--- config.mk ---
export PLATFORM = sky130hd
export DESIGN_NAME = row_boundary_decoder
export DESIGN_NICKNAME = d
export VERILOG_FILES = /design/src/rtl/row_boundary_decoder.sv
export SDC_FILE = /design/constraint.sdc
export NUM_CORES = 1
export LEC_CHECK = 0
export BUFFER_PORTS_ARGS = -buffer_cell sky130_fd_sc_hd__buf_2
export CAP_MARGIN = 20
export CORE_ASPECT_RATIO = 1.4
export CORE_MARGIN = 8
export CORE_UTILIZATION = 49
export DETAILED_ROUTE_END_ITERATION = 10
export PLACE_DENSITY = 0.82
export SLEW_MARGIN = 20
export SYNTH_ARGS = -nofsm -noshare
export SYNTH_HDL_FRONTEND = slang
export SYNTH_SLANG_ARGS = --single-unit
--- constraint.sdc ---
create_clock -name clk -period 6.5 [get_ports clk]
set_clock_uncertainty 0.2 [all_clocks]
set_input_delay 0.975 -clock clk [delete_from_list [all_inputs] [get_ports clk]]
set_output_delay 0.975 -clock clk [all_outputs]
set_load 0.03 [all_outputs]
--- src/rtl/row_boundary_decoder.sv ---
module row_boundary_decoder #(
  parameter int ROWS     = 4,
  parameter int REG_W    = 8,
  parameter int UNIT_W   = 7,
  parameter int ADDR_W   = 32,
  parameter int GRAN_LSB = 24,
  localparam int IDX_W   = (ROWS > 1) ? $clog2(ROWS) : 1
) (
  input  logic                    clk,
  input  logic                    rst_n,
  input  logic                    cfg_we,
  input  logic [IDX_W-1:0]        cfg_row,
  input  logic [REG_W-1:0]        cfg_data,
  input  logic [ADDR_W-1:0]       addr,
  output logic [ROWS-1:0]         row_sel,
  output logic [IDX_W-1:0]        row_idx,
  output logic                    hit,
  output logic [ROWS*UNIT_W-1:0]  row_base,
  output logic [ROWS*UNIT_W-1:0]  row_size
);

  localparam int TOP_BIT = GRAN_LSB + UNIT_W;

  logic [UNIT_W-1:0] lim_q [ROWS];
  logic [UNIT_W-1:0] top_c [ROWS+1];
  logic [UNIT_W-1:0] unit;
  logic              over;

  assign unit = addr[TOP_BIT-1:GRAN_LSB];

  generate
    if (ADDR_W > TOP_BIT) begin : g_over
      assign over = |addr[ADDR_W-1:TOP_BIT];
    end else begin : g_no_over
      assign over = 1'b0;
    end
    if (REG_W > UNIT_W) begin : g_hi
      logic unused_cfg_hi;
      assign unused_cfg_hi = ^cfg_data[REG_W-1:UNIT_W];
    end
  endgenerate

  always_ff @(posedge clk) begin
    if (!rst_n) begin
      for (int i = 0; i < ROWS; i++) lim_q[i] <= '0;
    end else if (cfg_we && (32'(cfg_row) < ROWS)) begin
      lim_q[cfg_row] <= cfg_data[UNIT_W-1:0];
    end
  end

  assign top_c[0] = '0;

  generate
    for (genvar g = 0; g < ROWS; g++) begin : g_row
      logic present;
      assign present        = lim_q[g] > top_c[g];
      assign top_c[g+1]     = present ? lim_q[g] : top_c[g];
      assign row_base[g*UNIT_W +: UNIT_W] = top_c[g];
      assign row_size[g*UNIT_W +: UNIT_W] = top_c[g+1] - top_c[g];
      assign row_sel[g]     = !over && present && (unit >= top_c[g]) && (unit < lim_q[g]);
    end
  endgenerate

  always_comb begin
    row_idx = '0;
    for (int i = 0; i < ROWS; i++)
      if (row_sel[i]) row_idx = IDX_W'(i);
  end

  assign hit = |row_sel;

endmodule

==> key figures <==
STA
  – Least-Margin Pin Slew: 0.841 ns
  – Setup-failing EPs final: 8
  – Number of hold violations in the final report: 0
  – Final worst-path cycle share: 112%
  – RSZ-0062 raised after global routing: yes
  – Pins over their slew limit: 0
  – Worst-case headroom to the max-slew limit: 43.3%
  – Hold WS: 0.833 ns
  – Timing-limited maximum frequency: 138 MHz
  – Worst setup slack after layout: -0.772 ns
  – Time the worst path needs with I/O delays and setup: 7.27 ns

Worst setup path
  – CP startpoint kind: register
  – Worst setup path startpoint: lim_q[1][4]
  – Peak per-stage delay on the critical path: 0.45 ns
  – CP endpoint kind: primary output
  – Crit path arrival time: 6.10 ns
  – Critical path's slowest cell: sky130_fd_sc_hd__edfxtp_1
  – Path type of the worst setup path: register to primary output
  – Most frequent cell on the critical path: sky130_fd_sc_hd__a21o_1
  – Worst path required time: 5.32 ns
  – Critical path peak fanout: 7

Die
  – Core area: 0.00761 mm^2
  – Die Width: 90.0 um
  – Die outline area: 0.0108 mm^2
  – Number of I/O pins: 108
  – Die height: 120 um
  – Number of rows created at floorplan: 38
  – Starting density of the core: 49.4%

Synthesis
  – Post-synthesis instance area: 0.00375 mm^2
  – Most used DFF post-synth: sky130_fd_sc_hd__edfxtp_1
  – Number of warnings printed during yosys synthesis: 0
  – Top-area cell type share of the netlist area: 27.0%
  – Yosys reg bits: 28
  – Async SR Flop Fraction: 0%
  – Leading post-synthesis cells by cell area: sky130_fd_sc_hd__ha_1 (27%), sky130_fd_sc_hd__edfxtp_1 (22%), sky130_fd_sc_hd__inv_1 (5.9%), sky130_fd_sc_hd__a21o_1 (5.2%), sky130_fd_sc_hd__a21oi_1 (3.6%)
  – Area leader, netlist: sky130_fd_sc_hd__ha_1
  – Per-instance average area after synthesis: 9.16 um^2
  – Unique masters post-synth: 44
  – Most frequent cells after synthesis: sky130_fd_sc_hd__ha_1 (81), sky130_fd_sc_hd__inv_1 (59), sky130_fd_sc_hd__edfxtp_1 (28)
  – Number of enable-type register cells in the synthesized netlist: 28
  – Gate count of the mapped netlist: 410
  – Fraction of the yosys area taken by sequential cells: 22.4%
  – Most instantiated library cell after synthesis: sky130_fd_sc_hd__ha_1

Drt
  – Length of the first detailed-routing pass in iterations: 4
  – Vias per std cell: 5.59
  – DRC violation total after the first TritonRoute iteration: 180
  – Total vias in the final route: 3725
  – Count of nets left with antenna violations after detail routing: 0
  – Mean routed wirelength per cell: 18.9 um
  – Post-detailed-routing wire length: 12.6 mm
  – Detailed-route DRC error count: 0

Clocking
  – Root buffer cell: sky130_fd_sc_hd__clkbuf_8
  – Post-CTS clock slew at the launch and capture registers of the worst setup and hold paths: 0.09 ns
  – Clock tree buffer depth: 2
  – CTS Buf Count: 3
  – Clock tree from TritonCTS: yes
  – Clock Sink Count: 28
  – Number of buffers added to fix hold violations after cts: 0
  – H-tree Lvls: 1

Placement
  – Worst setup slack before clock tree synthesis: -0.641 ns
  – Last weighted congestion value of the routability-driven placer: 0.952
  – Area after DPL: 0.00480 mm^2
  – Port bufs: 75
  – Placed wire-length estimate after detailed placement: 8.94 mm

Global route
  – Maximum number of pins on one net before global-route repair: 17
  – Congestion Overflow GR: 0
  – Antenna violations before repair: 1
  – Number of global-route vias before repair: 4010
  – First-pass GRT wire length: 19.3 mm
  – Global routing usage summed across all routing layers: 21.6%

Final layout
  – Fraction of layout instances using a drive strength above 1: 43.7%
  – Top flop regs: lim_q x28
  – Post-layout net count: 695
  – Design area: 0.00545 mm^2
  – Synth-to-Final Area Change: 45.1%
  – Top register by number of flip-flops: lim_q
  – Fin util: 71.6%
  – Flip-flop count of the largest register after layout: 28

Power
  – Peak supply drop: 0.407 mV
  – Total chip power: 2.04 mW
  – Static leakage: 2.75 nW
  – Pwr Density: 374 mW/mm^2

Run
  – Maximum capacitance violations: 0

Min path
  – Classification of the worst-slack hold path: input port to register
  – Startpoint of the worst hold path: cfg_data[0]

Status
  – Outcome: finished with violations
  – Violated checks: negative setup slack
-- layer usage --
metal	routed length (um)	share of wire, %	global-route usage [%]
met1	4670	37	22.6
met2	6460	51	40.3
met3	537	4.3	2.63
met4	938	7.4	13.5
met5	0	0	0
-- layout by cell type, fill, tap and decap left out, drive strengths merged, types with 2 or more instances in the layout --
| master | n |
|---|---|
| nor3b | 2 |
| a21oi | 33 |
| ha | 81 |
| conb | 7 |
| nor2b | 3 |
| o21a | 2 |
| a211oi | 2 |
| and2 | 22 |
| nor2 | 19 |
| nand2b | 12 |
| a21o | 27 |
| xor2 | 7 |
| fa | 3 |
| o21ai | 13 |
| a21boi | 2 |
| buf | 167 |
| mux2i | 6 |
| clkbuf | 3 |
| nand4 | 6 |
| mux2 | 5 |
| o21bai | 4 |
| and3 | 7 |
| nand3 | 12 |
| inv | 59 |
| nand3b | 3 |
| xnor2 | 10 |
| edfxtp | 28 |
| a211o | 2 |
| nor3 | 3 |
| nand2 | 8 |
-- area by class of cell --
| class | count | area, um^2 |
|---|---|---|
| Sequential cell | 28 | 841 |
| Inverter | 59 | 221 |
| Antenna cell | 1 | 2.50 |
| Fill cell | 506 | 2160 |
| Tap cell | 100 | 125 |
| Timing Repair Buffer | 167 | 1160 |
| Clock inverter | 1 | 30.0 |
| Clock buffer | 3 | 41.3 |
| Multi-Input combinational cell | 307 | 3020 |
-- critical path: cells and delay by family (launching register included) --
family / cells / cell delay [ns]
xor gates and xnor gates: 1 / 0.14
DFF: 1 / 0.45
muxes: 1 / 0.37
buffers and inverters: 5 / 0.51
and+or+nand+nor: 9 / 1.31
adders and majority gates: 4 / 0.96
AOI/OAI and AO/OA: 11 / 2.06
-- cells by family (layout without fill, tap and decap cells) --
kind of cell | count (synthesis) | in the layout | synth area share (%)
simple gates | 99 | 99 | 14.9
compound gates | 88 | 89 | 15.4
fa+ha+maj | 84 | 84 | 28.6
buf+inv | 82 | 230 | 9.80
flops | 28 | 28 | 22.4
xor+xnor | 17 | 17 | 3.97
mux | 11 | 11 | 4.86
other cells | 1 | 8 | 0.0999
-- per-stage QoR --
step | TNS (ns) | cells
global placement | -1.36 | 632
CTS | -1.68 | 659
detailed placement | -2.16 | 632
floorplan | -1.62 | 416
global route | -5.70 | 666
finish | -3.35 | 666
-- power breakdown --
part           internal (mW)  switching (mW)  total, mW
clock                 0.0823          0.0488      0.131
combinational          0.755           0.925       1.68
sequential             0.214          0.0158      0.229
-- path summary, 6_finish.rpt --
| path | slack [ns] | depth (start not counted) | to |
|---|---|---|---|
| worst max-delay path | -0.77 | 31 | row_size[26] |
| worst min-delay path | 0.83 | 2 | lim_q[2][0] |
-- timing repair --
| item | in CTS | in global routing |
|---|---|---|
| endpoints found under the setup margin | 11 | 12 |
| pin swaps | 29 | 22 |
| setup buffers | 27 | 11 |
| resized for setup | 53 | 28 |
| cloned | 1 | 0 |
No activity file was read; power rests on OpenSTA's default activity.
